**src/rtl/tmr_clksel_pkg.sv**
```systemverilog
package tmr_clksel_pkg;

  localparam int LANES = 4;

  localparam int LANE_RAW  = 0;
  localparam int LANE_FA   = 1;
  localparam int LANE_FB   = 2;
  localparam int LANE_XTRG = 3;

  localparam logic [2:0] MODE_EXT_EDGE = 3'b111;

  localparam logic [2:0] SRC_RAW_BOTH = 3'b100;
  localparam logic [2:0] SRC_FA       = 3'b101;
  localparam logic [2:0] SRC_FB       = 3'b110;
  localparam logic [2:0] SRC_XTRG     = 3'b111;

endpackage

```
**src/rtl/tmr_sync_edge.sv**
```systemverilog
module tmr_sync_edge #(
  parameter int LANES  = 4,
  parameter int STAGES = 2
) (
  input  logic             clk,
  input  logic             rst_n,
  input  logic [LANES-1:0] din,
  output logic [LANES-1:0] rise,
  output logic [LANES-1:0] fall
);

  localparam int MSB = STAGES - 1;

  for (genvar g = 0; g < LANES; g++) begin : g_lane
    logic [STAGES-1:0] sh_q;
    logic [STAGES-1:0] sh_d;
    logic              prev_q;
    logic              prev_d;

    // next-state: shift the raw level in, remember the last settled sample
    always_comb begin
      sh_d   = {sh_q[STAGES-2:0], din[g]};
      prev_d = sh_q[MSB];
    end

    always_ff @(posedge clk or negedge rst_n) begin
      if (!rst_n) begin
        sh_q   <= '0;
        prev_q <= 1'b0;
      end else begin
        sh_q   <= sh_d;
        prev_q <= prev_d;
      end
    end

    assign rise[g] =  sh_q[MSB] & ~prev_q;
    assign fall[g] = ~sh_q[MSB] &  prev_q;
  end

endmodule

```
**src/rtl/tmr_trig_sel.sv**
```systemverilog
module tmr_trig_sel
  import tmr_clksel_pkg::*;
(
  input  logic [2:0]       src,
  input  logic             pol,
  input  logic [LANES-1:0] rise,
  input  logic [LANES-1:0] fall,
  output logic             trig_pulse
);

  always_comb begin
    trig_pulse = 1'b0;
    case (src)
      SRC_RAW_BOTH: trig_pulse = rise[LANE_RAW] | fall[LANE_RAW];
      SRC_FA:       trig_pulse = pol ? fall[LANE_FA]   : rise[LANE_FA];
      SRC_FB:       trig_pulse = pol ? fall[LANE_FB]   : rise[LANE_FB];
      SRC_XTRG:     trig_pulse = pol ? fall[LANE_XTRG] : rise[LANE_XTRG];
      default:      trig_pulse = 1'b0;
    endcase
  end

endmodule

```
**src/rtl/tmr_cnt_core.sv**
```systemverilog
module tmr_cnt_core #(
  parameter int CNT_W = 16
) (
  input  logic             clk,
  input  logic             rst_n,
  input  logic             run,
  input  logic             ext_mode,
  input  logic             trig_pulse,
  input  logic             upd_req,
  output logic [CNT_W-1:0] cnt
);

  logic             upd_q;
  logic [CNT_W-1:0] cnt_q;
  logic [CNT_W-1:0] cnt_d;
  logic             step;
  logic             cnt_en;

  // update strobe is registered once before it acts on the counter
  always_ff @(posedge clk or negedge rst_n) begin
    if (!rst_n) upd_q <= 1'b0;
    else        upd_q <= upd_req;
  end

  always_comb begin
    step   = run & (ext_mode ? trig_pulse : 1'b1);
    cnt_en = upd_q | step;
    if (upd_q) cnt_d = '0;
    else       cnt_d = cnt_q + 1'b1;
  end

  always_ff @(posedge clk or negedge rst_n) begin
    if (!rst_n)      cnt_q <= '0;
    else if (cnt_en) cnt_q <= cnt_d;
  end

  assign cnt = cnt_q;

endmodule

```
**src/rtl/tmr_trig_flag.sv**
```systemverilog
module tmr_trig_flag (
  input  logic clk,
  input  logic rst_n,
  input  logic set,
  input  logic clr,
  output logic flag
);

  logic flag_q;
  logic flag_d;

  always_comb begin
    if (set)      flag_d = 1'b1;
    else if (clr) flag_d = 1'b0;
    else          flag_d = flag_q;
  end

  always_ff @(posedge clk or negedge rst_n) begin
    if (!rst_n) flag_q <= 1'b0;
    else        flag_q <= flag_d;
  end

  assign flag = flag_q;

endmodule

```
**src/rtl/tmr_clksel_top.sv**
```systemverilog
module tmr_clksel_top
  import tmr_clksel_pkg::*;
#(
  parameter int CNT_W       = 16,
  parameter int SYNC_STAGES = 2
) (
  input  logic             clk,
  input  logic             rst_n,
  input  logic             cfg_run,
  input  logic [2:0]       cfg_mode,
  input  logic [2:0]       cfg_src,
  input  logic             cfg_pol,
  input  logic             upd_req,
  input  logic             flag_clr,
  input  logic             irq_en,
  input  logic             pin_raw,
  input  logic             filt_a,
  input  logic             filt_b,
  input  logic             xtrig_in,
  output logic [CNT_W-1:0] cnt,
  output logic             trig_flag,
  output logic             irq
);

  logic [1:0]       rst_sync_q;
  logic             rst_core_n;
  logic [LANES-1:0] lane_in;
  logic [LANES-1:0] lane_rise;
  logic [LANES-1:0] lane_fall;
  logic             trig_pulse;
  logic             ext_mode;

  // asynchronous assertion, synchronous release
  always_ff @(posedge clk or negedge rst_n) begin
    if (!rst_n) rst_sync_q <= 2'b00;
    else        rst_sync_q <= {rst_sync_q[0], 1'b1};
  end
  assign rst_core_n = rst_sync_q[1];

  always_comb begin
    lane_in            = '0;
    lane_in[LANE_RAW]  = pin_raw;
    lane_in[LANE_FA]   = filt_a;
    lane_in[LANE_FB]   = filt_b;
    lane_in[LANE_XTRG] = xtrig_in;
  end

  assign ext_mode = (cfg_mode == MODE_EXT_EDGE);

  tmr_sync_edge #(.LANES(LANES), .STAGES(SYNC_STAGES)) u_sync (
    .clk  (clk),
    .rst_n(rst_core_n),
    .din  (lane_in),
    .rise (lane_rise),
    .fall (lane_fall)
  );

  tmr_trig_sel u_sel (
    .src       (cfg_src),
    .pol       (cfg_pol),
    .rise      (lane_rise),
    .fall      (lane_fall),
    .trig_pulse(trig_pulse)
  );

  tmr_cnt_core #(.CNT_W(CNT_W)) u_cnt (
    .clk       (clk),
    .rst_n     (rst_core_n),
    .run       (cfg_run),
    .ext_mode  (ext_mode),
    .trig_pulse(trig_pulse),
    .upd_req   (upd_req),
    .cnt       (cnt)
  );

  tmr_trig_flag u_flag (
    .clk  (clk),
    .rst_n(rst_core_n),
    .set  (trig_pulse),
    .clr  (flag_clr),
    .flag (trig_flag)
  );

  assign irq = trig_flag & irq_en;

endmodule

```
**config.mk**
```make
export PLATFORM = sky130hd
export DESIGN_NAME = tmr_clksel_top
export DESIGN_NICKNAME = d
export VERILOG_FILES = /design/src/rtl/tmr_clksel_pkg.sv /design/src/rtl/tmr_sync_edge.sv /design/src/rtl/tmr_trig_sel.sv /design/src/rtl/tmr_cnt_core.sv /design/src/rtl/tmr_trig_flag.sv /design/src/rtl/tmr_clksel_top.sv
export SDC_FILE = /design/constraint.sdc
export NUM_CORES = 1
export LEC_CHECK = 0
export BUFFER_PORTS_ARGS = -buffer_cell sky130_fd_sc_hd__buf_2
export CORE_MARGIN = 5
export CORE_UTILIZATION = 45
export CTS_BUF_LIST = sky130_fd_sc_hd__clkbuf_8
export DETAILED_ROUTE_END_ITERATION = 8
export PLACE_DENSITY = 0.69
export SYNTH_ARGS = -nofsm -noshare
export SYNTH_HDL_FRONTEND = slang
export SYNTH_HIERARCHICAL = 1
export SYNTH_SLANG_ARGS = --single-unit
```
**constraint.sdc**
```tcl
create_clock -name clk -period 1.3 [get_ports clk]
set_clock_uncertainty 0.1 [all_clocks]
set_input_delay 0.26 -clock clk [delete_from_list [all_inputs] [get_ports clk]]
set_output_delay 0.26 -clock clk [all_outputs]
set_load 0.02 [all_outputs]
```
==> impl_metrics.yaml <==
global_route:
  number_of_global_route_vias_before_repair: 1309
  grt_first_pass_wirelength_um: 5892
  gr-total-overflow: 0
  grt_start_max_net_pins: 17
  antenna_found_initial: 0
  grt_util_all_layers_pct: 18.24
cts:
  htree_levels: 2
  worstSkewPairLatency_ns: 0.29
  root_buffer: "sky130_fd_sc_hd__clkbuf_8"
  clock_buffer_depth: 2
  tritoncts_buffer_count: 5
  clk_pin_slew_worst_paths_ns: 0.07
  tritoncts_clock_tree: "built"
  clock_sink_count: 32
placement:
  placement.cell_area_um2: 1823
  hpwl_um: 2374
  placed_cells_incl_taps: 213
  placement.setup.worst_slack_ns: -1.001
  gpl_congestion: 0.8282
  port_buffers: 34
pwr:
  vdd_drop_max_mv: 1.055
  finalPower_mw: 2.244
  power_per_cell_area_nw_per_um2: 984.2
  power.leakage_nw: 1.072
layout:
  final_cell_area_um2: 2280
  synthToLayoutAreaGrowth_pct: 65.94
  diodes_inserted: 0
  stdcell_count: 235
  finish.net_count: 219
  drive_above_1_share_pct: 50.00
routing:
  vias_per_cell: 5.277
  wl_per_cell_um: 15.93
  routed_wirelength_um: 3744
  route.detailed.drc: 0
  final_antenna_net_count: 0
  detail_route.first_pass.iterations: 4
  first_iter_violations: 40
  routed-via-count: 1240
worst_hold_path:
  hold_class: "flop to async pin"
sta:
  finalCriticalPeriod_ns: 2.187
  period_share_pct: 168.2
  setup_violations: 25
  rsz_0062_raised_after_global_routing: "yes"
  hold_viol_final: 0
  finalMaxSlewViolations: 0
  post-route-worst-setup-slack_ns: -0.8869
  fmax_mhz: 457.3
synthesis:
  post_synth_most_frequent_cells: "sky130_fd_sc_hd__dfrtp_1, sky130_fd_sc_hd__a21oi_1, sky130_fd_sc_hd__nor2_1, sky130_fd_sc_hd__nor2b_1, sky130_fd_sc_hd__xor2_1"
  post-synth-top-count-cell: "sky130_fd_sc_hd__dfrtp_1"
  synth_top_cell_area_share_pct: 58.29
  synthXorXnorAreaFrac_pct: 5.100
  yosysSeqAreaShare_pct: 58.29
  synth_top_family_by_area: "simple AND/OR/NAND/NOR gates"
  synth_mux_area_share_pct: 2.277
  postSynth.asyncResetShare_pct: 100.0
  synth-edff-count: 0
  post_synth.cell_area_avg_um2: 11.26
  synth.top_cells.by_area: "sky130_fd_sc_hd__dfrtp_1, sky130_fd_sc_hd__xor2_1, sky130_fd_sc_hd__nor2b_1"
  synth_fa_ha_area_share_pct: 0.9107
  synth-warning-count: 6
  synthesized_net_count: 140
  yosys.area.top_type: "sky130_fd_sc_hd__dfrtp_1"
  synth_compound_gate_area_share_pct: 8.197
  synthesis.instances: 122
  mappedNetlistArea_um2: 1374
  synth.distinct_cells: 32
  synth_top_flop_cell: "sky130_fd_sc_hd__dfrtp_1"
  share_of_synthesized_cell_area_in_and_or_nand_and_nor_gates_pct: 22.86
  ys_ff_latch: 32
status:
  status: "finished with violations"
  failing_checks: "setup timing"
critical_path:
  setup.worst_path.class: "flop to flop"
  cpMaxStageDelayCell: "sky130_fd_sc_hd__dfrtp_1"
  worst_ep_required_time_ns: 1.41
  endpoint_kind: "flop"
  start_kind: "flop"
  crit_chain: "nor2b_1 -> mux2i_1 -> a2111o_1 -> o311ai_2 -> nand2b_4 -> nand3_4 -> buf_6 -> or3_4 -> a21oi_2"
  crit_path_max_fanout: 4
  cp_slowest_stage_delay_ns: 0.39
  worstPathArrival_ns: 2.30
  r2r_cells: 9
floorplan:
  placement_rows: 20
  floorplan.core_area_um2: 2978
  start_util_pct: 46.13
  pin_count: 35
  die_h_um: 65.26
  chipWidth_um: 65.26
  floorplan.die_area_um2: 4258
run:
  max-cap-violations: 0
-- cells by family after synthesis --
| group | count (synthesis) |
|---|---|
| and+or+nand+nor | 52 |
| xor gates and xnor gates | 8 |
| muxes | 3 |
| DFF | 32 |
| adders and majority gates | 1 |
| other | 1 |
| AOI/OAI and AO/OA | 18 |
| buffers and inverters | 7 |
-- worst paths after layout --
check,start,end,slack [ns]
setup reg to reg,u_sync/g_lane[1].sh_q[1],u_cnt/cnt[10],-0.89
max in group asynchronous,rst_sync_q[1],u_cnt/upd_q,0.56
min in group clk,flag_clr,u_flag/flag,0.15
setup / recovery,u_sync/g_lane[1].sh_q[1],u_cnt/cnt[10],-0.89
hold / removal,rst_sync_q[1],u_sync/g_lane[1].sh_q[1],0.08
hold reg to reg,rst_sync_q[1],u_sync/g_lane[1].sh_q[1],0.08
-- power by group --
part / leakage (nW) / internal, mW / total, mW / switching [mW]
combinational: 0.608 / 0.132 / 0.242 / 0.111
clock: 0.0541 / 0.567 / 0.947 / 0.380
sequential: 0.410 / 1.03 / 1.05 / 0.0251
total: 1.07 / 1.73 / 2.24 / 0.516
-- what timing repair did --
action,CTS,global route
hold buffers,6,0
setup buffers,5,6
endpoints found under the setup margin,30,31
endpoints found under the hold margin,7,0
pin swaps,7,13
gates resized for setup,43,18
-- placed cells by master (no fill, tap or decap), drive strengths merged --
cell         synthesis  routed
a2111o               1       1
a21o                 1       1
a21oi                8       8
and2                 2       2
and3                 4       4
and4                 2       2
buf                  2      70
bufinv               0       1
clkbuf               2       5
clkinv               0       1
clkinvlp             0       1
conb                 1       1
dfrtp               32      32
dlygate4sd3          0       6
ha                   1       1
inv                  3       3
mux2                 1       1
mux2i                2       2
nand2                5       5
nand2b               1       1
nand3                7       7
nand4                7       7
nor2                 8       8
nor2b                8       8
nor3                 1       1
o21ai                3       3
o311ai               1       1
o31ai                4       4
or3                  3       3
or4                  4       4
xor2                 8       8
-- through the flow --
| step | util [%] | TNS [ns] | hold WS, ns |
|---|---|---|---|
| floorplan | - | -9.310 | -0.1356 |
| global placement | 61.22 | -12.05 | -0.05321 |
| detailed placement | 61.22 | -13.65 | -0.05123 |
| CTS | 72.69 | -11.63 | 0.09118 |
| global route | 76.55 | -14.94 | 0.1233 |
| finish | 76.55 | -12.89 | 0.07721 |
-- metal layers --
| layer | vias to the layer above | global-route usage, % | part of all wire, % |
|---|---|---|---|
| met3 | 6 | 5.983 | 4.1 |
| met2 | 25 | 31.35 | 56 |
| met4 | 0 | 6.995 | 1.6 |
| met1 | 621 | 20.95 | 38 |
| met5 | - | 0 | 0 |
| li1 | 588 | - | - |
-- final cells by class --
cell class,instances,area (µm²)
multi-input cells,83,658.1
flip-flops and latches,32,800.8
inverters,3,11.26
repair buffers,76,656.9
well taps,33,41.29
fillers,184,698.2
clock inverters,3,42.54
clock buffers,5,68.82
-- flip-flops by register name (all words and copies together) (netlist names) --
signal and flops:
u_cnt/cnt 16, u_sync/g_lane.sh_q 8, u_flag/flag 1, rst_sync_q 2, u_cnt/upd_q 1, u_sync/g_lane.prev_q 4
-- worst max-delay path, delay by kind of cell (launching register included) --
kind | cells | cell delay [ns]
AND/OR/NAND/NOR | 4 | 0.77
flip-flops | 1 | 0.39
AO/OA/AOI/OAI | 3 | 0.63
multiplexers | 1 | 0.08
buffers and inverters | 1 | 0.15
No activity file was read; power rests on OpenSTA's default activity.
